<file path="src/rtl/gpx_pkg.sv">
package gpx_pkg;
  typedef enum logic [3:0] {
    OFS_DIR  = 4'h0,
    OFS_INV  = 4'h1,
    OFS_IEN  = 4'h2,
    OFS_REF  = 4'h3,
    OFS_SEL  = 4'h4,
    OFS_CFG  = 4'h5,
    OFS_PULL = 4'h6,
    OFS_FLAG = 4'h7,
    OFS_CAP  = 4'h8,
    OFS_PORT = 4'h9,
    OFS_OLAT = 4'hA
  } reg_ofs_e;

  localparam int LAST_OFS   = 10;
  localparam int CFG_CLRSEL = 0;
  localparam int CFG_POL    = 1;
  localparam int CFG_OD     = 2;
endpackage

</file>
<file path="src/rtl/gpx_sync.sv">
module gpx_sync #(
  parameter int W      = 8,
  parameter int STAGES = 2
) (
  input  logic         clk,
  input  logic         rst_n,
  input  logic [W-1:0] d,
  output logic [W-1:0] q
);
  generate
    if (STAGES <= 1) begin : g_single
      logic [W-1:0] stg_q;
      always_ff @(posedge clk or negedge rst_n) begin
        if (!rst_n) stg_q <= '0;
        else        stg_q <= d;
      end
      assign q = stg_q;
    end else begin : g_chain
      logic [STAGES-1:0][W-1:0] stg_q;
      always_ff @(posedge clk or negedge rst_n) begin
        if (!rst_n) stg_q <= '0;
        else        stg_q <= {stg_q[STAGES-2:0], d};
      end
      assign q = stg_q[STAGES-1];
    end
  endgenerate
endmodule

</file>
<file path="src/rtl/gpx_regs.sv">
module gpx_regs
  import gpx_pkg::*;
#(
  parameter int NPINS  = 8,
  parameter int ADDR_W = 8
) (
  input  logic              clk,
  input  logic              rst_n,
  input  logic [ADDR_W-1:0] addr,
  input  logic [NPINS-1:0]  wdata,
  input  logic              wr,
  input  logic              rd,
  output logic [NPINS-1:0]  rdata,
  input  logic [NPINS-1:0]  port_val,
  input  logic [NPINS-1:0]  flag_val,
  input  logic [NPINS-1:0]  cap_val,
  output logic [NPINS-1:0]  dir_q,
  output logic [NPINS-1:0]  inv_q,
  output logic [NPINS-1:0]  ien_q,
  output logic [NPINS-1:0]  ref_q,
  output logic [NPINS-1:0]  sel_q,
  output logic [NPINS-1:0]  pull_q,
  output logic [NPINS-1:0]  olat_q,
  output logic              irq_od,
  output logic              irq_pol,
  output logic              clr_evt
);
  logic [NPINS-1:0] cfg_q;
  logic             in_page;
  reg_ofs_e         ofs;

  assign in_page = ((addr >> 4) == '0);
  assign ofs     = reg_ofs_e'(addr[3:0]);

  always_ff @(posedge clk or negedge rst_n) begin
    if (!rst_n) begin
      dir_q  <= '1;
      inv_q  <= '0;
      ien_q  <= '0;
      ref_q  <= '0;
      sel_q  <= '0;
      cfg_q  <= '0;
      pull_q <= '0;
      olat_q <= '0;
    end else if (wr && in_page) begin
      case (ofs)
        OFS_DIR:  dir_q  <= wdata;
        OFS_INV:  inv_q  <= wdata;
        OFS_IEN:  ien_q  <= wdata;
        OFS_REF:  ref_q  <= wdata;
        OFS_SEL:  sel_q  <= wdata;
        OFS_CFG:  cfg_q  <= wdata;
        OFS_PULL: pull_q <= wdata;
        OFS_OLAT: olat_q <= wdata;
        default:  ;
      endcase
    end
  end

  always_comb begin
    rdata = '0;
    if (in_page) begin
      case (ofs)
        OFS_DIR:  rdata = dir_q;
        OFS_INV:  rdata = inv_q;
        OFS_IEN:  rdata = ien_q;
        OFS_REF:  rdata = ref_q;
        OFS_SEL:  rdata = sel_q;
        OFS_CFG:  rdata = cfg_q;
        OFS_PULL: rdata = pull_q;
        OFS_FLAG: rdata = flag_val;
        OFS_CAP:  rdata = cap_val;
        OFS_PORT: rdata = port_val;
        OFS_OLAT: rdata = olat_q;
        default:  rdata = '0;
      endcase
    end
  end

  // clear source: port read normally, capture read when selected
  assign clr_evt = rd && in_page &&
                   (((ofs == OFS_PORT) && !cfg_q[CFG_CLRSEL]) ||
                    ((ofs == OFS_CAP)  &&  cfg_q[CFG_CLRSEL]));
  assign irq_od  = cfg_q[CFG_OD];
  assign irq_pol = cfg_q[CFG_POL];
endmodule

</file>
<file path="src/rtl/gpx_irq.sv">
module gpx_irq #(
  parameter int NPINS = 8
) (
  input  logic             clk,
  input  logic             rst_n,
  input  logic [NPINS-1:0] port_val,
  input  logic [NPINS-1:0] ien_q,
  input  logic [NPINS-1:0] ref_q,
  input  logic [NPINS-1:0] sel_q,
  input  logic             clr_evt,
  output logic [NPINS-1:0] flag_q,
  output logic [NPINS-1:0] cap_q,
  output logic             pending
);
  logic [NPINS-1:0] prev_q;
  logic [NPINS-1:0] trip;
  logic [NPINS-1:0] first_hit;
  logic             arm;

  function automatic logic [NPINS-1:0] lowest_one(input logic [NPINS-1:0] v);
    logic [NPINS-1:0] r;
    r = '0;
    for (int i = NPINS - 1; i >= 0; i--) begin
      if (v[i]) begin
        r    = '0;
        r[i] = 1'b1;
      end
    end
    return r;
  endfunction

  assign trip      = ien_q & ((sel_q & (port_val ^ ref_q)) |
                              (~sel_q & (port_val ^ prev_q)));
  assign first_hit = lowest_one(trip);
  assign pending   = |flag_q;
  assign arm       = (!pending || clr_evt) && (|trip);

  always_ff @(posedge clk or negedge rst_n) begin
    if (!rst_n) begin
      prev_q <= '0;
      flag_q <= '0;
      cap_q  <= '0;
    end else begin
      prev_q <= port_val;
      if (arm) begin
        flag_q <= first_hit;
        cap_q  <= port_val;
      end else if (clr_evt) begin
        flag_q <= '0;
      end
    end
  end
endmodule

</file>
<file path="src/rtl/gpx_core.sv">
module gpx_core #(
  parameter int NPINS       = 8,
  parameter int ADDR_W      = 8,
  parameter int SYNC_STAGES = 2
) (
  input  logic              clk,
  input  logic              rst_n,
  input  logic [ADDR_W-1:0] host_addr,
  input  logic [NPINS-1:0]  host_wdata,
  input  logic              host_wr,
  input  logic              host_rd,
  output logic [NPINS-1:0]  host_rdata,
  input  logic [NPINS-1:0]  pin_in,
  output logic [NPINS-1:0]  pin_out,
  output logic [NPINS-1:0]  pin_oe,
  output logic [NPINS-1:0]  pull_en,
  output logic              irq_o,
  output logic              irq_oe
);
  logic [NPINS-1:0] pin_sync, port_val;
  logic [NPINS-1:0] dir_q, inv_q, ien_q, ref_q, sel_q, pull_q, olat_q;
  logic [NPINS-1:0] irq_flag, irq_cap;
  logic             irq_od, irq_pol, clr_evt, irq_pending;

  gpx_sync #(.W(NPINS), .STAGES(SYNC_STAGES)) u_sync (
    .clk(clk), .rst_n(rst_n), .d(pin_in), .q(pin_sync)
  );

  assign port_val = pin_sync ^ inv_q;

  gpx_regs #(.NPINS(NPINS), .ADDR_W(ADDR_W)) u_regs (
    .clk(clk), .rst_n(rst_n),
    .addr(host_addr), .wdata(host_wdata), .wr(host_wr), .rd(host_rd),
    .rdata(host_rdata),
    .port_val(port_val), .flag_val(irq_flag), .cap_val(irq_cap),
    .dir_q(dir_q), .inv_q(inv_q), .ien_q(ien_q), .ref_q(ref_q),
    .sel_q(sel_q), .pull_q(pull_q), .olat_q(olat_q),
    .irq_od(irq_od), .irq_pol(irq_pol), .clr_evt(clr_evt)
  );

  gpx_irq #(.NPINS(NPINS)) u_irq (
    .clk(clk), .rst_n(rst_n),
    .port_val(port_val), .ien_q(ien_q), .ref_q(ref_q), .sel_q(sel_q),
    .clr_evt(clr_evt),
    .flag_q(irq_flag), .cap_q(irq_cap), .pending(irq_pending)
  );

  assign pin_oe  = ~dir_q;
  assign pin_out = olat_q;
  assign pull_en = pull_q;

  // open-drain pulls low only while pending; push-pull drives polarity
  assign irq_oe = irq_od ? irq_pending : 1'b1;
  assign irq_o  = irq_od ? 1'b0 : (irq_pending ? irq_pol : ~irq_pol);
endmodule

</file>
<file path="config.mk">
export PLATFORM = sky130hd
export DESIGN_NAME = gpx_core
export DESIGN_NICKNAME = d
export VERILOG_FILES = /design/src/rtl/gpx_pkg.sv /design/src/rtl/gpx_sync.sv /design/src/rtl/gpx_regs.sv /design/src/rtl/gpx_irq.sv /design/src/rtl/gpx_core.sv
export SDC_FILE = /design/constraint.sdc
export NUM_CORES = 1
export LEC_CHECK = 0
export ABC_AREA = 1
export BUFFER_PORTS_ARGS = -buffer_cell sky130_fd_sc_hd__buf_2
export CORE_ASPECT_RATIO = 0.5
export CORE_MARGIN = 4
export CORE_UTILIZATION = 55
export DETAILED_ROUTE_END_ITERATION = 10
export PLACE_DENSITY = 0.76
export SLEW_MARGIN = 20
export SYNTH_ARGS = -nofsm -noshare
export SYNTH_HDL_FRONTEND = slang
export SYNTH_HIERARCHICAL = 1
export SYNTH_SLANG_ARGS = --single-unit
</file>
<file path="constraint.sdc">
create_clock -name clk -period 2.3 [get_ports clk]
set_input_delay 0 -clock clk [delete_from_list [all_inputs] [get_ports clk]]
set_output_delay 0 -clock clk [all_outputs]
set_load 0.1 [all_outputs]
</file>
==> summary.md <==
| Metric | Value |
|---|---|
| Outcome | `finished, final reports clean` |
| DR iter-0 viols | `522` |
| Die area | `0.0117 mm^2` |
| Gr ovfl total | `0` |
| Synthesized instance count | `661` |
| WS Path Type | `flop to primary output` |
| Drt drc | `0` |
| Layout cells sized above 1 | `21.6%` |
| CTS clk-pin slew, worst paths | `0.07 ns` |
| CTS buffer count | `9` |
| Max stage delay on crit path | `0.42 ns` |
| DRT Wirelength | `14.3 mm` |
| HP Class | `primary input to flop` |
| Fmax | `474 MHz` |
| Via count | `4686` |
| Global Route Usage Sum | `26.0%` |
| Final hold violation count | `0` |
| Reg2reg path depth | `10` |
| Most frequent cells in the layout | `202 x nand2_1, 96 x dfrtp_1, 75 x nand3_1` |
| Synthesized cell area | `0.00544 mm^2` |
| Worst Skew | `0.00652 ns` |
| Largest net degree at the start of global routing | `46` |
| Ys Warns | `6` |
| Post-CTS Resized | `0` |
| Seq/Total Area, Yosys | `48.0%` |
| Placed cell area | `0.00581 mm^2` |
| Min-delay src | `host_wdata[1]` |
| Distinct cells, synth | `32` |
| Data arrival time of the critical path | `2.11 ns` |
| CP required | `2.30 ns` |
| Capture point of the worst reg-to-reg path | `u_irq/cap_q[1]$_DFFE_PN0P_` |
| I/O pin total | `62` |
| Slew HR | `59.1%` |
| R2r setup slk | `0.31 ns` |
| Hold endpoint | `u_regs/olat_q[1]$_DFFE_PN0P_` |
| Minimum clock period | `2.11 ns` |
| Initial core utilization | `57.1%` |
| Cell row count | `25` |
| CTS Sinks | `104` |
| Drt wl/cell | `16.5 um` |
| Die width | `149 um` |
| Pwr/cell area | `759 mW/mm^2` |
| Syn_nets | `689` |
| Most used cell, CP | `nand2_1` |
| Critical Path Source Type | `flop` |
| Fin crit share | `91.8%` |
| Post-route design area | `0.00620 mm^2` |
| CTS tree | `done` |
| Most common cell after layout, fill and taps aside | `nand2_1` |
| Mean post-synth cell area | `8.24 um^2` |
| Final max-slew violation count | `0` |
| Placer Congestion | `0.928` |
| Antenna violations before repair | `0` |
| Max Root-Sink Buffers | `2` |
| Area Growth Syn to Fin | `14.0%` |
| Register bit total from synthesis | `104` |
| RSZ-0062 raised after global routing | `no` |
| Setup TNS | `0 ns` |
| Worst path cell trace | `xor2_1 > buf_4 > nand2_1 > nand2_1 > inv_1 > nand2_1 > nor2_1 > nor2_2 > buf_2` |
| Port bufs | `61` |
| Hold path cells | `3` |
| Worst Max-Slew Pin Slew | `0.612 ns` |
| Slowest-stage cell, CP | `buf_2` |
| First-pass GRT wire length | `23.3 mm` |
| First-pass DRT Iterations | `5` |
| Filler cells | `801` |
| # diodes | `0` |
| Vias per cell | `5.42` |
| Vias in the first global route | `4431` |
| Max-Cap Viols | `0` |
| CP max FO | `3` |
| Post-CTS Setup Bufs | `0` |
| Htree depth | `3` |
| Final setup viols | `0` |
| Clock tree root driver cell | `clkbuf_16` |
| Critical Path End Type | `primary output` |
| Lkg Pwr | `3.12 nW` |
| Post-DP HPWL | `10.1 mm` |
| Antenna Nets Post-Route | `0` |
| Core area | `0.00954 mm^2` |
| Peak supply drop | `0.697 mV` |
| R2R Path Start | `u_regs/inv_q[4]$_DFFE_PN0P_` |
| Die height | `78.4 um` |
| Layout net count | `753` |
| Clk Latency, worst-skew pair | `0.35 ns` |
what timing repair did:
item,in CTS,in global routing
endpoints found under the setup margin,0,0
hold buffers,9,0
hold endpoints to repair,80,0
worst max path at each step:
stage / start / end / slack [ns] / cells after the start
final: u_regs/inv_q[7]$_DFFE_PN0P_ / host_rdata[7] / 0.19 / 9
after global routing: u_regs/inv_q[7]$_DFFE_PN0P_ / host_rdata[7] / 0.10 / 9
after CTS: u_regs/inv_q[7]$_DFFE_PN0P_ / host_rdata[7] / 0.24 / 9
after detailed placement: u_regs/inv_q[4]$_DFFE_PN0P_ / u_irq/cap_q[2]$_DFFE_PN0P_ / 0.36 / 10
after global placement: u_regs/inv_q[4]$_DFFE_PN0P_ / u_irq/cap_q[2]$_DFFE_PN0P_ / 0.43 / 10
after floorplan: u_regs/pull_q[0]$_DFFE_PN0P_ / host_rdata[0] / 0.24 / 6
layer usage:
| metal | track usage, % | vias to the layer above | wire length [um] |
|---|---|---|---|
| met2 | 36.5 | 209 | 6130 |
| met4 | 6.36 | 0 | 165 |
| met3 | 7.73 | 19 | 1380 |
| li1 | - | 2220 | - |
| met5 | 0 | - | 0 |
| met1 | 39.3 | 2238 | 6610 |
cell families (layout without fill, tap and decap cells):
family          count (synthesis)  after routing  synth area share (%)
compound gates                 77             77                  8.18
xor+xnor                        8              8                  1.29
buf+inv                        98            167                  9.10
flops                         104            104                  48.0
simple gates                  374            374                  33.4
cell usage after synthesis:
| cell | number | area (um^2) |
|---|---|---|
| nand3_4 | 6 | 105 |
| o21ai_2 | 14 | 123 |
| a21oi_2 | 1 | 8.76 |
| nor2_2 | 3 | 18.8 |
| dfrtp_1 | 96 | 2400 |
| dfstp_2 | 8 | 210 |
| xor2_1 | 8 | 70.1 |
| nand2_8 | 1 | 20.0 |
| nor2_4 | 5 | 56.3 |
| nor3b_1 | 1 | 7.51 |
| a31oi_1 | 1 | 6.26 |
| buf_6 | 7 | 78.8 |
| nor2_1 | 51 | 191 |
| o21ai_1 | 8 | 40.0 |
| buf_8 | 1 | 15.0 |
| inv_1 | 67 | 251 |
| o21ai_0 | 51 | 255 |
| buf_2 | 8 | 40.0 |
| clkinv_1 | 3 | 11.3 |
| nand2_1 | 202 | 758 |
| nand2_2 | 10 | 62.6 |
| o211ai_1 | 1 | 7.51 |
| nand4_1 | 4 | 25.0 |
| nand3_1 | 75 | 375 |
| nand2_4 | 4 | 45.0 |
| nor2_8 | 4 | 80.1 |
| inv_2 | 1 | 3.75 |
| buf_12 | 1 | 20.0 |
| nor3_1 | 1 | 5.00 |
| nand3_2 | 7 | 70.1 |
| a21oi_1 | 1 | 5.00 |
| buf_4 | 10 | 75.1 |
worst max-delay path, delay by kind of cell, from the launching register on:
kind	cells	cell delay, ns
buffers and inverters	3	0.67
XOR/XNOR	1	0.41
flip-flops	1	0.40
AND/OR/NAND/NOR	5	0.26
registers in the layout, indices dropped and copies added (netlist names):
name	flops
u_irq/cap_q	8
u_irq/flag_q	8
u_irq/prev_q	8
u_regs/cfg_q	8
u_regs/dir_q	8
u_regs/ien_q	8
u_regs/inv_q	8
u_regs/olat_q	8
u_regs/pull_q	8
u_regs/ref_q	8
u_regs/sel_q	8
u_sync/g_chain.stg_q	8
u_sync/q	8
through the flow:
stage	total power [W]	cells	setup slack, ns	hold WS [ns]	util (%)
floorplan	0.00293	661	0.243	-0.296	-
global placement	0.00312	840	0.431	-0.0324	60.9
detailed placement	0.00316	840	0.361	-0.0285	60.9
CTS	0.00472	865	0.240	0.0284	65.0
global route	0.00492	865	0.102	0.0538	65.0
finish	0.00471	865	0.189	0.0323	65.0
report_power, final:
| part | total, W | switching, W | internal [W] |
|---|---|---|---|
| logic | 0.00103 | 0.000771 | 0.000255 |
| registers | 0.00212 | 0.000124 | 0.00200 |
| clock network | 0.00157 | 0.000713 | 0.000854 |
| total | 0.00471 | 0.00161 | 0.00310 |
cell type report:
| cell class | count | area [um^2] | area share (%) |
|---|---|---|---|
| clock buffer | 9 | 225 | 3.63 |
| inverter | 71 | 267 | 4.30 |
| multi-input combinational | 459 | 2350 | 37.9 |
| sequential | 104 | 2610 | 42.1 |
| clock inverter | 7 | 80.1 | 1.29 |
| tap | 135 | 169 | 2.72 |
| timing repair buffer | 80 | 498 | 8.03 |
Note: power is estimated with default switching activity, not from simulation.
